$ cat src/rtl/pivot_offset_pkg.sv
package pivot_offset_pkg;

   typedef enum logic [1:0] {
      XF_SHIFT = 2'd0,
      XF_ACW   = 2'd1,
      XF_CW    = 2'd2
   } xform_e;

   function automatic int clog2_min1(input int v);
      int r;
      r = 1;
      while ((1 << r) < v) r++;
      return r;
   endfunction

   // Largest magnitude of any offset is 2*(max dimension - 1); one sign bit on top.
   function automatic int offset_width(input int w, input int h);
      int mx;
      mx = ((w > h) ? w : h) - 1;
      return clog2_min1(2 * mx + 1) + 1;
   endfunction

   function automatic xform_e pick_xform(input logic turn, input logic cw);
      if (!turn)   return XF_SHIFT;
      else if (cw) return XF_CW;
      else         return XF_ACW;
   endfunction

endpackage

$ cat src/rtl/pivot_addr_split.sv
module pivot_addr_split #(
   parameter int GRID_H = 4,
   parameter int ADDR_W = 4,
   parameter int COL_W  = 2,
   parameter int ROW_W  = 2
) (
   input  logic [ADDR_W-1:0] addr,
   output logic [COL_W-1:0]  col,
   output logic [ROW_W-1:0]  row
);
   localparam logic [ADDR_W-1:0] H_A     = ADDR_W'(GRID_H);
   localparam bit                H_POW2  = ((GRID_H & (GRID_H - 1)) == 0);

   logic [ADDR_W-1:0] quo;
   logic [ADDR_W-1:0] rem;

   generate
      if (H_POW2) begin : g_shift
         always_comb begin
            quo = addr >> ROW_W;
            rem = addr & (H_A - ADDR_W'(1));
         end
      end else begin : g_divide
         always_comb begin
            quo = addr / H_A;
            rem = addr % H_A;
         end
      end
   endgenerate

   assign col = quo[COL_W-1:0];
   assign row = rem[ROW_W-1:0];

   always_comb begin
      assert_row_in_range_R4: assert (rem < H_A)
         else $error("row remainder out of range");
   end

endmodule

$ cat src/rtl/pivot_turn_calc.sv
module pivot_turn_calc
   import pivot_offset_pkg::*;
#(
   parameter int COL_W = 2,
   parameter int ROW_W = 2,
   parameter int OFS_W = 4
) (
   input  xform_e                  mode,
   input  logic        [COL_W-1:0] col,
   input  logic        [ROW_W-1:0] row,
   input  logic signed [OFS_W-1:0] px,
   input  logic signed [OFS_W-1:0] py,
   output logic signed [OFS_W-1:0] dx,
   output logic signed [OFS_W-1:0] dy
);
   logic signed [OFS_W-1:0] col_s, row_s, rel_a, rel_b, sum_ab;

   always_comb begin
      col_s  = signed'({{(OFS_W-COL_W){1'b0}}, col});
      row_s  = signed'({{(OFS_W-ROW_W){1'b0}}, row});
      rel_a  = col_s - px;
      rel_b  = row_s - py;
      sum_ab = rel_a + rel_b;
      unique case (mode)
         XF_ACW: begin
            dx = rel_b - rel_a;
            dy = -sum_ab;
         end
         XF_CW: begin
            dx = -sum_ab;
            dy = rel_a - rel_b;
         end
         default: begin
            dx = px;
            dy = py;
         end
      endcase
   end

endmodule

$ cat src/rtl/pivot_offset_gen.sv
module pivot_offset_gen
   import pivot_offset_pkg::*;
#(
   parameter  int GRID_W = 3,
   parameter  int GRID_H = 4,
   localparam int ADDR_W = clog2_min1(GRID_W * GRID_H),
   localparam int OFS_W  = offset_width(GRID_W, GRID_H)
) (
   input  logic                    clk,
   input  logic                    rst_n,
   input  logic                    cmd_valid,
   input  logic                    turn_en,
   input  logic                    cw_en,
   input  logic signed [OFS_W-1:0] pivot_x,
   input  logic signed [OFS_W-1:0] pivot_y,
   input  logic       [ADDR_W-1:0] cell_addr,
   output logic                    res_valid,
   output logic signed [OFS_W-1:0] dx_out,
   output logic signed [OFS_W-1:0] dy_out
);
   localparam int COL_W = clog2_min1(GRID_W);
   localparam int ROW_W = clog2_min1(GRID_H);

   initial begin
      assert_grid_h_R4: assert (GRID_H >= 2) else $error("GRID_H must be at least 2");
      assert_grid_w_R4: assert (GRID_W >= 2) else $error("GRID_W must be at least 2");
      assert_width_R9:  assert (OFS_W > COL_W && OFS_W > ROW_W)
         else $error("offset width too small");
   end

   logic [COL_W-1:0]        cell_col;
   logic [ROW_W-1:0]        cell_row;
   logic signed [OFS_W-1:0] dx_next, dy_next;
   xform_e                  mode;

   assign mode = pick_xform(turn_en, cw_en);

   pivot_addr_split #(
      .GRID_H (GRID_H),
      .ADDR_W (ADDR_W),
      .COL_W  (COL_W),
      .ROW_W  (ROW_W)
   ) u_split (
      .addr (cell_addr),
      .col  (cell_col),
      .row  (cell_row)
   );

   pivot_turn_calc #(
      .COL_W (COL_W),
      .ROW_W (ROW_W),
      .OFS_W (OFS_W)
   ) u_calc (
      .mode (mode),
      .col  (cell_col),
      .row  (cell_row),
      .px   (pivot_x),
      .py   (pivot_y),
      .dx   (dx_next),
      .dy   (dy_next)
   );

   always_ff @(posedge clk or negedge rst_n) begin
      if (!rst_n) begin
         res_valid <= 1'b0;
         dx_out    <= '0;
         dy_out    <= '0;
      end else begin
         res_valid <= cmd_valid;
         if (cmd_valid) begin
            dx_out <= dx_next;
            dy_out <= dy_next;
         end
      end
   end

   // Pivot detection from the split outputs, independent of the arithmetic path.
   logic pivot_hit;
   assign pivot_hit = (signed'({{(OFS_W-COL_W){1'b0}}, cell_col}) == pivot_x) &&
                      (signed'({{(OFS_W-ROW_W){1'b0}}, cell_row}) == pivot_y);

   assert_valid_follows_R6: assert property (@(posedge clk) disable iff (!rst_n)
      cmd_valid |=> res_valid);
   assert_valid_drops_R6: assert property (@(posedge clk) disable iff (!rst_n)
      !cmd_valid |=> !res_valid);
   assert_hold_when_idle_R8: assert property (@(posedge clk) disable iff (!rst_n)
      !cmd_valid |=> ($stable(dx_out) && $stable(dy_out)));
   assert_shift_passthru_R1: assert property (@(posedge clk) disable iff (!rst_n)
      (cmd_valid && !turn_en) |=> (dx_out == $past(pivot_x) && dy_out == $past(pivot_y)));
   assert_pivot_still_R5: assert property (@(posedge clk) disable iff (!rst_n)
      (cmd_valid && turn_en && pivot_hit) |=> (dx_out == '0 && dy_out == '0));

endmodule

$ cat config.mk
export PLATFORM = sky130hd
export DESIGN_NAME = pivot_offset_gen
export DESIGN_NICKNAME = d
export VERILOG_FILES = /design/src/rtl/pivot_offset_pkg.sv /design/src/rtl/pivot_addr_split.sv /design/src/rtl/pivot_turn_calc.sv /design/src/rtl/pivot_offset_gen.sv
export SDC_FILE = /design/constraint.sdc
export NUM_CORES = 1
export LEC_CHECK = 0
export BUFFER_PORTS_ARGS = -buffer_cell sky130_fd_sc_hd__buf_2
export CORE_MARGIN = 2
export CORE_UTILIZATION = 50
export DETAILED_ROUTE_END_ITERATION = 10
export GPL_TIMING_DRIVEN = 0
export PLACE_DENSITY = 0.76
export SLEW_MARGIN = 25
export SYNTH_ARGS = -nofsm -noshare
export SYNTH_HDL_FRONTEND = slang
export SYNTH_SLANG_ARGS = --single-unit
$ cat constraint.sdc
create_clock -name clk -period 0.81 [get_ports clk]
set_input_delay 0.1215 -clock clk [delete_from_list [all_inputs] [get_ports clk]]
set_output_delay 0.1215 -clock clk [all_outputs]
set_load 0.005 [all_outputs]
After elaboration in Yosys (flattened, before gate mapping)

Cells that the tools add are included.

Add/sub/neg operators: 6
Equality and inequality tests: 2
Mux-type cells: 4

Operator list:

| cell                                                | number |
|---|---|
| one-hot mux 4 bit (2 select lines)                  | 2 |
| subtractor 3 x 4 -> 4 bit                           | 2 |
| subtractor 4 bit                                    | 2 |
| adder 4 bit                                         | 1 |
| two-way mux 2 bit                                   | 2 |
| negation 4 bit                                      | 1 |
| equality test 2 x 1 -> 1 bit, second input constant | 1 |
| equality test 2 bit, second input constant          | 1 |

Bits in registers: 9
Input bits: 17
Output and inout bits: 9
Word-level logic and storage cells: 15

Depth between registers and ports, before layout

Depth after elaboration: 4
Gate-level depth with buffers: 12
Depth with buffers taken out: 12

Cells and area by module

A second synthesis with hierarchy kept.

Cells, all modules: 105
Area, all modules: 1098.6 um^2

Modules (own cells, without submodules):

| module           | times used | cells an instance | area an instance (um^2) | sequential area each (um^2) |
|---|---|---|---|---|
| pivot_turn_calc  | 1          | 81                | 699.4                   | 0.0 |
| pivot_offset_gen | 1          | 20                | 369.1                   | 225.2 |
| pivot_addr_split | 1          | 4                 | 30.0                    | 0.0 |

Worst setup path before layout

No wires, ideal clock.

Path type: input port to flip-flop
Start: input cell_addr[0]
End: register dx_out[3]
Library setup time: 0.121 ns
Data arrival time: 2.329 ns
Slack: -1.641 ns
Stages: 12
Cells stage by stage: inv_1 ha_1 fa_1 inv_1 ha_1 ha_1 inv_1 fa_1 xor2_1 xnor2_1 nor2_1 o22a_1

Longest elaborated chain between the ends: 4
Elaborated cells on any way between the ends: 5

RTL lines:

| element                              | line                   | source |
|---|---|---|
| start, declared                      | pivot_offset_gen.sv:16 | `input logic [ADDR_W-1:0] cell_addr,` |
| subtractor 3 x 4 -> 4 bit *          | pivot_turn_calc.sv:22  | `rel_b = row_s - py;` |
| adder 4 bit                          | pivot_turn_calc.sv:23  | `sum_ab = rel_a + rel_b;` |
| negation 4 bit                       | pivot_turn_calc.sv:30  | `dx = -sum_ab;` |
| one-hot mux 4 bit (2 select lines) * | pivot_turn_calc.sv:24  | `unique case (mode)` |
| end signal, assigned                 | pivot_offset_gen.sv:71 | `dx_out <= dx_next;` |
| end, declared                        | pivot_offset_gen.sv:18 | `output logic signed [OFS_W-1:0] dx_out,` |

Every way passes the cells marked *; elsewhere a longest branch is shown, timed or not.
A chain may end at the register's enable or synchronous reset.

Worst setup path after layout

Start: input cell_addr[0]
End: register dx_out[2]

The elaborated chain is that of the path after synthesis.

==> run metrics <==
Die X=47.3 um; Cells after Synth=100; overall routing resource usage=21.6%; initial antenna violation count=0; H-Tree Depth=1; Leak Pwr=0.000648 uW; outcome=finished, violations left; global placement routability congestion=0.737; f_max=0.451 GHz; Synth Area per Inst=9.37 um^2; area occupied by multi-input gates=726 um^2; hold_sp=pivot_y[0]; chip height=47.3 um; pwr/cell area=1680 nW/um^2; Boundary Pins=26; r2r setup slk=-0.01 ns; Layout Area Growth over Synthesis=41.0%; top cells by count, synth=inv_1 (17), ha_1 (14), dfrtp_1 (9); Min-Delay Endpoint=dy_out[0]$_DFFE_PN0P_; Netlist cell types=22; RSZ-0062 raised after global routing=true; GRT overflow=0; DRT iter0 DRCs=10; syn_nets=136; Vias/cell=5.14; r2r startpoint=dx_out[3]$_DFFE_PN0P_; Tmin final=2.22 ns; Non-Filler Instances=163; vias in the first global route=834; asr flop ratio synth=100%; Synth area leaders=dfrtp_1 (24%), ha_1 (19%), fa_1 (11%), inv_1 (6.8%), xnor2_1 (4.7%); worst-case clock buffer depth=2; register area share after synthesis=24.0%; DRC=0; Clock transition at path regs=0.06 ns; clk_lat worst skew=0.27 ns; Filler cells=134; fin nets=175; CP Capture Type=flip-flop; skew final=0 ns; actual slew at the worst max-slew pin=0.389 ns; Post-DP Area=1170 um^2; clock sink total=9; cell row count=15; YS warnings=0; Initial Util=53.7%; layout cell share with drive strength beyond 1=39.9%; crit-path max FO=2; drt first pass iters=4; required time worst endpoint=0.95 ns; maximum resistive drop on vdd=0.00126 V; post-route clock period utilization=274%; vias=838; routed length per placed instance=13.4 um; final std cell area, no fill=1320 um^2; final hold vios=0; first-pass GRT wire length=3310 um; Detail Placement HPWL=1730 um; most frequent cell after synthesis=inv_1; Inserted Clock Buffers=3; Final Setup Violations=15; antenna cells=0; WS Path Type=primary input to flip-flop; violated checks=negative setup slack; Seq. cell area=225 um^2; Placed Cells=149; most common flop cell mapped by yosys=dfrtp_1; biggest area consumer among synthesized cells=dfrtp_1; final WL=2180 um; critical path arrival=2.36 ns; worst hold path type=primary input to flip-flop; path depth of the worst reg2reg path=2; Slew Limit Headroom=74.0%; core area=1750 um^2; hold depth=3; die area=2240 um^2; Yosys reg bits=9; RR Endpoint=dx_out[3]$_DFFE_PN0P_; antenna viol nets, final=0; Port Buf Inserts=24; Clk Tree Root Cell=clkbuf_4; worst setup margin=-1.41 ns; max-slew violations=0; largest net degree at the start of global routing=11; CTS tree=done; top-area cell type share of the netlist area=24.0%; worst hold margin=0.141 ns; cell area after technology mapping=937 um^2; # Max-Cap Violations=0; Post-synth EDFFs=0; Startpoint Class=primary input
==> critical path: stages <==
cell	delay, ns
buf_8	0.09
inv_12	0.03
ha_4	0.15
fa_2	0.55
inv_2	0.06
ha_4	0.27
ha_4	0.12
inv_2	0.03
fa_2	0.52
nand2b_1	0.10
o211ai_1	0.08
o211ai_1	0.12
o21ai_1	0.10
==> worst max-delay path by stage <==
stage | cells past startpoint | endpoint | slack [ns] | startpoint
after detailed placement | 13 | dx_out[3]$_DFFE_PN0P_ | -1.95 | cell_addr[0]
after global placement | 13 | dy_out[3]$_DFFE_PN0P_ | -1.91 | cell_addr[0]
after CTS | 13 | dx_out[2]$_DFFE_PN0P_ | -1.39 | cell_addr[0]
final | 13 | dx_out[2]$_DFFE_PN0P_ | -1.41 | cell_addr[0]
after global routing | 13 | dx_out[2]$_DFFE_PN0P_ | -1.51 | cell_addr[0]
after floorplan | 12 | dx_out[3]$_DFFE_PN0P_ | -1.59 | cell_addr[0]
==> metal layers <==
metal / up-vias / global-route usage, % / wire length, um
li1: 399 / - / -
met1: 400 / 24.2 / 793
met2: 31 / 39.2 / 1210
met3: 8 / 5.77 / 114
met4: 0 / 7.22 / 57
met5: - / 0 / 0
==> cell families (layout without fill, tap and decap cells) <==
group           count (synthesis)  in the layout  share of synthesized area [%]
simple gates                   15             15                           7.08
mux                             4              4                           4.27
compound gates                 22             22                           15.4
fa+ha+maj                      19             19                           29.4
flops                           9              9                           24.0
xor+xnor                       10             10                           10.9
buf+inv                        21             59                           8.95
==> metrics by stage <==
| stage | setup slack (ns) | power (uW) | util [%] | TNS [ns] |
|---|---|---|---|---|
| finish | -1.41 | 2220 | 75.7 | -8.08 |
| global route | -1.51 | 2400 | 75.7 | -8.87 |
| CTS | -1.39 | 2200 | 75.3 | -8.07 |
| detailed placement | -1.95 | 1700 | 67.0 | -11.21 |
| global placement | -1.91 | 1640 | 67.0 | -10.88 |
| floorplan | -1.59 | 1370 | - | -8.52 |
==> state kept, by name, summed over array words and instances (netlist names) <==
signal / cells
res_valid: 1
dx_out: 4
dy_out: 4
==> report_power, final <==
| part | switching [uW] | internal (uW) | leakage (uW) |
|---|---|---|---|
| Sequential | 42.7 | 529 | 0.000103 |
| Combinational | 607 | 683 | 0.000530 |
| Clock | 168 | 191 | 0.0000150 |
==> repair_timing <==
item	CTS	global route
resized for setup	9	0
hold buffers	2	0
endpoints found under the hold margin	10	0
endpoints found under the setup margin	17	17
buffers inserted	7	1
pin swaps	15	5
==> layout by cell type, fill, tap and decap left out, drive strengths merged <==
master	netlist	routed
inv	17	17
buf	2	34
xnor3	1	1
o211ai	4	4
o21bai	2	2
nor2	7	7
a21oi	7	7
mux2i	4	4
ha	14	14
fa	5	5
xor2	4	4
dlygate4sd3	0	2
clkbuf	2	6
nand2b	2	2
xnor2	5	5
o21ai	5	5
o221ai	2	2
o22a	2	2
dfrtp	9	9
nor2b	2	2
nand2	4	4
==> final cells by class <==
cell class | count | share of cell area (%)
Timing Repair Buffer | 34 | 16.4
Inverter | 17 | 5.78
Sequential cell | 9 | 17.0
Buffer | 4 | 1.52
Multi-Input combinational cell | 70 | 54.9
Tap cell | 25 | 2.37
Clock buffer | 4 | 1.99
No activity file was read; power rests on OpenSTA's default activity.
